`config.mk`:
```
export PLATFORM = sky130hd
export DESIGN_NAME = sertx_top
export DESIGN_NICKNAME = d
export VERILOG_FILES = /design/src/rtl/sertx_pkg.sv /design/src/rtl/sertx_ctrl.sv /design/src/rtl/sertx_dp.sv /design/src/rtl/sertx_top.sv
export SDC_FILE = /design/constraint.sdc
export NUM_CORES = 1
export LEC_CHECK = 0
export BUFFER_PORTS_ARGS = -buffer_cell sky130_fd_sc_hd__buf_2
export CELL_PAD_IN_SITES_DETAIL_PLACEMENT = 2
export CELL_PAD_IN_SITES_GLOBAL_PLACEMENT = 2
export CORE_AREA = 3 3 81 83
export CTS_BUF_LIST = sky130_fd_sc_hd__clkbuf_2
export CTS_CLUSTER_DIAMETER = 150
export DETAILED_ROUTE_END_ITERATION = 10
export DIE_AREA = 0 0 84 86
export GPL_ROUTABILITY_DRIVEN = 0
export PLACE_DENSITY_LB_ADDON = 0.1
export SLEW_MARGIN = 20
export SYNTH_ARGS = -nofsm -noshare
export SYNTH_HDL_FRONTEND = slang
export SYNTH_SLANG_ARGS = --single-unit
```
`constraint.sdc`:
```
create_clock -name clk -period 4.8 [get_ports clk]
set_clock_uncertainty 0.1 [all_clocks]
set_input_delay 1.44 -clock clk [delete_from_list [all_inputs] [get_ports clk]]
set_output_delay 1.44 -clock clk [all_outputs]
set_load 0.01 [all_outputs]
```
`src/rtl/sertx_pkg.sv`:
```
package sertx_pkg;
  localparam int FRAME_W = 11;

  typedef struct packed {
    logic loadData;
    logic loadBreak;
    logic loadStop;
    logic shift;
  } txStrobe_t;
endpackage

```
`src/rtl/sertx_ctrl.sv`:
```
module sertx_ctrl import sertx_pkg::*; #(
  parameter int PRE_W = 3,
  parameter int DIV_W = 8
) (
  input  logic             clk,
  input  logic             rstN,
  input  logic             selAlt,
  input  logic             altTick,
  input  logic [PRE_W-1:0] prescale,
  input  logic [DIV_W-1:0] baudDiv,
  input  logic             mode9,
  input  logic             brk,
  input  logic             bufFull,
  input  logic             wrEn,
  output txStrobe_t        stb,
  output logic             doneFlag
);
  localparam int OVS   = 16;
  localparam int OVS_W = $clog2(OVS);
  localparam logic [OVS_W-1:0] OVS_LAST = OVS_W'(OVS - 1);
  localparam int CNT_W = $clog2(FRAME_W + 1);

  logic [PRE_W-1:0] preCnt;
  logic [DIV_W-1:0] divCnt;
  logic [OVS_W-1:0] ovsCnt;
  logic srcEn, preWrap, divWrap, bitTick;

  assign srcEn   = selAlt ? altTick : 1'b1;
  assign preWrap = srcEn && (preCnt == prescale);
  assign divWrap = preWrap && (divCnt == baudDiv);
  assign bitTick = divWrap && (ovsCnt == OVS_LAST);

  always_ff @(posedge clk or negedge rstN) begin
    if (!rstN) begin
      preCnt <= '0;
      divCnt <= '0;
      ovsCnt <= '0;
    end else begin
      if (srcEn)   preCnt <= preWrap ? '0 : preCnt + 1'b1;
      if (preWrap) divCnt <= divWrap ? '0 : divCnt + 1'b1;
      if (divWrap) ovsCnt <= ovsCnt + 1'b1;
    end
  end

  logic [CNT_W-1:0] bitsLeft, nextLeft, charLen;
  logic inBreak, nextBreak, setDone, clrDone;

  assign charLen = mode9 ? CNT_W'(FRAME_W) : CNT_W'(FRAME_W - 1);

  always_comb begin
    stb       = '0;
    nextLeft  = bitsLeft;
    nextBreak = inBreak;
    setDone   = 1'b0;
    if (bitTick) begin
      if (bitsLeft > CNT_W'(1)) begin
        stb.shift = 1'b1;
        nextLeft  = bitsLeft - 1'b1;
      end else if (brk) begin
        stb.loadBreak = 1'b1;
        nextLeft      = charLen;
        nextBreak     = 1'b1;
      end else if (inBreak) begin
        stb.loadStop = 1'b1;
        nextLeft     = CNT_W'(1);
        nextBreak    = 1'b0;
      end else if (bufFull) begin
        stb.loadData = 1'b1;
        nextLeft     = charLen;
      end else begin
        nextLeft = '0;
        setDone  = (bitsLeft == CNT_W'(1));
      end
    end
    clrDone = wrEn || stb.loadBreak;
  end

  always_ff @(posedge clk or negedge rstN) begin
    if (!rstN) begin
      bitsLeft <= '0;
      inBreak  <= 1'b0;
      doneFlag <= 1'b1;
    end else begin
      bitsLeft <= nextLeft;
      inBreak  <= nextBreak;
      if (clrDone)      doneFlag <= 1'b0;
      else if (setDone) doneFlag <= 1'b1;
    end
  end
endmodule

```
`src/rtl/sertx_dp.sv`:
```
module sertx_dp import sertx_pkg::*; (
  input  logic       clk,
  input  logic       rstN,
  input  txStrobe_t  stb,
  input  logic       wrEn,
  input  logic [7:0] wrData,
  input  logic       mode9,
  input  logic       bit8,
  input  logic       parEn,
  input  logic       parOdd,
  input  logic       invert,
  output logic       bufFull,
  output logic       txd
);
  logic [7:0]         bufData;
  logic [8:0]         dat9;
  logic [FRAME_W-1:0] frame, sr;

  always_comb begin
    dat9 = {bit8, bufData};
    if (mode9) begin
      if (parEn) dat9[8] = parOdd ^ (^bufData);
      frame = {1'b1, dat9, 1'b0};
    end else begin
      if (parEn) dat9[7] = parOdd ^ (^bufData[6:0]);
      frame = {2'b11, dat9[7:0], 1'b0};
    end
  end

  always_ff @(posedge clk or negedge rstN) begin
    if (!rstN) begin
      bufData <= '0;
      bufFull <= 1'b0;
      sr      <= '1;
    end else begin
      if (wrEn) bufData <= wrData;
      if (wrEn)              bufFull <= 1'b1;
      else if (stb.loadData) bufFull <= 1'b0;
      if (stb.loadData)       sr <= frame;
      else if (stb.loadBreak) sr <= '0;
      else if (stb.loadStop)  sr <= '1;
      else if (stb.shift)     sr <= {1'b1, sr[FRAME_W-1:1]};
    end
  end

  assign txd = sr[0] ^ invert;
endmodule

```
`src/rtl/sertx_top.sv`:
```
module sertx_top import sertx_pkg::*; #(
  parameter int PRE_W = 3,
  parameter int DIV_W = 8
) (
  input  logic             clk,
  input  logic             rstN,
  input  logic             selAlt,
  input  logic             altTick,
  input  logic [PRE_W-1:0] prescale,
  input  logic [DIV_W-1:0] baudDiv,
  input  logic             mode9,
  input  logic             bit8,
  input  logic             parEn,
  input  logic             parOdd,
  input  logic             invert,
  input  logic             brk,
  input  logic             emptyIe,
  input  logic             doneIe,
  input  logic             wrEn,
  input  logic [7:0]       wrData,
  output logic             txd,
  output logic             emptyFlag,
  output logic             doneFlag,
  output logic             irq
);
  txStrobe_t stb;
  logic      bufFull;

  sertx_ctrl #(.PRE_W(PRE_W), .DIV_W(DIV_W)) uCtrl (
    .clk(clk), .rstN(rstN), .selAlt(selAlt), .altTick(altTick),
    .prescale(prescale), .baudDiv(baudDiv), .mode9(mode9), .brk(brk),
    .bufFull(bufFull), .wrEn(wrEn), .stb(stb), .doneFlag(doneFlag)
  );

  sertx_dp uDp (
    .clk(clk), .rstN(rstN), .stb(stb), .wrEn(wrEn), .wrData(wrData),
    .mode9(mode9), .bit8(bit8), .parEn(parEn), .parOdd(parOdd),
    .invert(invert), .bufFull(bufFull), .txd(txd)
  );

  assign emptyFlag = !bufFull;
  assign irq = (emptyFlag && emptyIe) || (doneFlag && doneIe);
endmodule

```
==> summary.log <==
[run_status] status complete, no violations
[cts] Clock Tree Root sky130_fd_sc_hd__clkbuf_2
[timing] Rel. slew slack 33.7%
[layout] most common cell after layout, fill and taps aside sky130_fd_sc_hd__buf_2
[timing] actual transition at the worst max-transition pin 0.987 ns
[yosys] share of Yosys cell area claimed by the top area cell type 30.7%
[routing] Antenna Violating Nets Remaining 0
[power] switching power 0.273 mW
[routing] number of iterations in the first detailed-routing pass 4
[yosys] mean cell area of the mapped netlist 9.74 um^2
[timing] minimum period implied by the final worst setup slack 3.42 ns
[cts] total of hold buffers inserted after clock tree synthesis 0
[layout] post-route insts no fill 355
[grt] met1 Use GR 24.4%
[routing] Routed Wire Length 6010 um
[setup_path] most common cell type on the critical path sky130_fd_sc_hd__buf_2
[yosys] post-synthesis instance area 0.00237 mm^2
[yosys] count of yosys warnings during synthesis 0
[grt] busiest layer in global routing met2
[yosys] number of distinct library cells after synthesis 46
[timing] post-route fraction of the period consumed by the critical path 71.2%
[yosys] sequential area share after synthesis 44.0%
[layout] NumNets Final 316
[floorplanning] DIE HEIGHT 86 um
[cts] TritonCTS Buffers 5
[power] switching portion of total power 34.3%
[floorplanning] top-level port count 36
[placement] HPWL reported at the end of detailed placement 4490 um
[grt] total overflow reported by the global router 0
[routing] residual DRC count 0
[grt] All-Layer GR Usage 17.6%
[yosys] share of async-settable or async-resettable flops after synthesis 100%
[timing] endpoints failing setup 0
[power] internal power contribution 0.523 mW
[setup_path] worst endpoint data arrival time 1.88 ns
[timing] maximum clock rate 0.293 GHz
[power] worst voltage drop across the vdd grid 0.157 mV
[timing] pins over their slew limit 0
[cts] level count of the clock H-tree 2
[hold_path] path type of the worst min-delay path reg2reg
[cts] register clock-pin slew on the reported worst setup and hold paths 0.19 ns
[timing] worst hold margin 0.401 ns
[setup_path] startpoint type of the worst setup path input pin
[routing] Routed WL per cell 16.9 um
[layout] most frequent cells in the layout sky130_fd_sc_hd__buf_2 (35), sky130_fd_sc_hd__nand2_1 (33), sky130_fd_sc_hd__dfrtp_1 (29)
[layout] layout overhead on the synthesized area 11.9%
[layout] fraction of final layout cells with drive strength greater than 1 26.4%
[cts] clock sinks 41
[cts] worst-skew pair later-pin latency 0.38 ns
[setup_path] cell breakdown of the critical path buf_2, a22o_1, buf_2
[cts] clock tree from TritonCTS done
[placement] number of placed instances with taps included 347
[floorplanning] Die X 84 um
[floorplanning] initial core utilization 40.0%
[routing] count of vias placed by the detailed router 1905
[yosys] instance count of the mapped netlist 243
[floorplanning] Placeable Area 0.00592 mm^2
[flow_run] max cap viols 0
[grt] maximum number of pins on one net before global-route repair 42
[timing] RSZ-0062 raised after global routing no
[placement] number of buffers added on ports 35
[setup_path] CP Data Required Time 3.26 ns
[setup_path] setup slack on the worst flop-to-flop path 2.34 ns
[grt] initial antenna violation count 0
[yosys] ranking of synthesized cells by area sky130_fd_sc_hd__dfrtp_1 (31%), sky130_fd_sc_hd__dfstp_2 (13%), sky130_fd_sc_hd__xnor2_1 (6.7%)
[grt] global-route met3 utilization 3.17%
[grt] first-pass GRT wire length 10100 um
[yosys] ys flop type sky130_fd_sc_hd__dfrtp_1
[routing] 1st-iter DRT viols 34
[power] static power due to leakage 1.21 nW
[floorplanning] cell row count 28
[timing] final hold violation count 0
[yosys] cell type with the highest aggregate area in the netlist sky130_fd_sc_hd__dfrtp_1
[power] Clock Power Share 19.2%
[cts] # resized after CTS 0
[yosys] count of flip-flops with a built-in enable after synthesis 0
[floorplanning] overall die area 0.00722 mm^2
[routing] detail-routed via count per cell 5.37
[setup_path] CP Capture Type output port
[timing] total negative slack 0 ns
[power] logic gate share of total power 26.4%
[yosys] Post-Syn Nets 280
[yosys] number of flip-flops and latches in the synthesized netlist 41
[cts] post-CTS setup-driven buffer insertion count 0
[setup_path] slowest CP cell sky130_fd_sc_hd__a22o_1
[power] P per Cell Area 301 mW/mm^2
[grt] met2 track demand over resource in global routing 28.9%
[cts] Max Root-Sink Buffers 2
[power] sequential group share of total power 54.4%
[setup_path] CP max stage delay 0.21 ns
[grt] number of global-route vias before repair 2003
[setup_path] maximum fanout count along the critical path 1
[layout] antenna cells 0
[setup_path] critical path start-end classification in2out
routing by layer:
layer,up-vias,wire (um)
li1,920,-
met1,948,2960
met5,-,0
met3,2,203
met2,35,2830
met4,0,29
cells in the mapped netlist, types with 2 or more instances:
cell type and number:
sky130_fd_sc_hd__a21oi_1 5, sky130_fd_sc_hd__o211ai_1 8, sky130_fd_sc_hd__nor3_1 5, sky130_fd_sc_hd__nor3_2 2, sky130_fd_sc_hd__xnor2_2 3, sky130_fd_sc_hd__ha_1 5, sky130_fd_sc_hd__nand3_1 8, sky130_fd_sc_hd__nand2b_1 4
sky130_fd_sc_hd__xnor2_1 18, sky130_fd_sc_hd__nor2_1 8, sky130_fd_sc_hd__inv_1 15, sky130_fd_sc_hd__a21o_1 11, sky130_fd_sc_hd__dfrtp_1 29, sky130_fd_sc_hd__clkbuf_1 6, sky130_fd_sc_hd__dfstp_2 12, sky130_fd_sc_hd__o21ai_1 12
sky130_fd_sc_hd__nand4_2 2, sky130_fd_sc_hd__xor2_1 4, sky130_fd_sc_hd__nor4_1 4, sky130_fd_sc_hd__o21ai_0 23, sky130_fd_sc_hd__nand2_1 33, sky130_fd_sc_hd__mux2_2 2
logic make-up (layout without fill, tap and decap cells):
family | after synthesis | count (layout) | share of synthesized area, %
simple gates | 77 | 77 | 17.9
flops | 41 | 41 | 44.0
fa+ha+maj | 5 | 5 | 2.64
mux | 2 | 2 | 0.951
buf+inv | 23 | 60 | 4.44
compound gates | 69 | 69 | 18.9
xor+xnor | 26 | 26 | 11.2
flip-flops by register name, indices dropped and copies added (netlist names):
signal	cells
uDp.bufFull	1
uCtrl.preCnt	3
uDp.sr	11
uDp.bufData	8
uCtrl.inBreak	1
uCtrl.bitsLeft	4
uCtrl.ovsCnt	4
uCtrl.doneFlag	1
uCtrl.divCnt	8
cell type report:
class,count,area [um^2]
clock buffer,8,40.0
inverter,15,56.3
tap,75,93.8
sequential,41,1040
timing repair buffer,37,190
fill,660,3270
multi-input combinational,179,1230
through the flow:
step / worst slack, ns / power, mW / cell area, um^2 / utilization [%]
2_1_floorplan: 1.58 / 0.583 / 2370 / -
3_3_place_gp: 1.34 / 0.641 / 2610 / 44.1
3_5_place_dp: 1.27 / 0.653 / 2610 / 44.1
4_1_cts: 1.38 / 0.813 / 2650 / 44.7
5_1_grt: 1.37 / 0.862 / 2650 / 44.7
6_report: 1.38 / 0.796 / 2650 / 44.7
power by group through the flow:
stage	logic, mW	registers [mW]	clock network (mW)
floorplan	0.157	0.425	0
global placement	0.203	0.438	0
detailed placement	0.214	0.440	0
CTS	0.216	0.434	0.164
global route	0.240	0.441	0.181
finish	0.210	0.433	0.153
path summary, 6_finish.rpt:
kind | depth (start not counted) | endpoint | from
max | 3 | irq | emptyIe
max in group asynchronous | 1 | uCtrl.ovsCnt[2]$_DFFE_PN0N_ | rstN
max reg2reg | 7 | uDp.sr[9]$_DFFE_PN1P_ | uCtrl.bitsLeft[0]$_DFFE_PN0N_
min reg2reg | 1 | uCtrl.ovsCnt[3]$_DFFE_PN0N_ | uCtrl.ovsCnt[3]$_DFFE_PN0N_
min | 1 | uCtrl.ovsCnt[3]$_DFFE_PN0N_ | uCtrl.ovsCnt[3]$_DFFE_PN0N_
min in group asynchronous | 1 | uDp.bufData[3]$_DFFE_PN0P_ | rstN
worst max-delay path: cells and delay by family:
family                 cells  cell delay, ns
buffers and inverters      2            0.23
AO/OA/AOI/OAI              1            0.21
No activity file was read; power rests on OpenSTA's default activity.
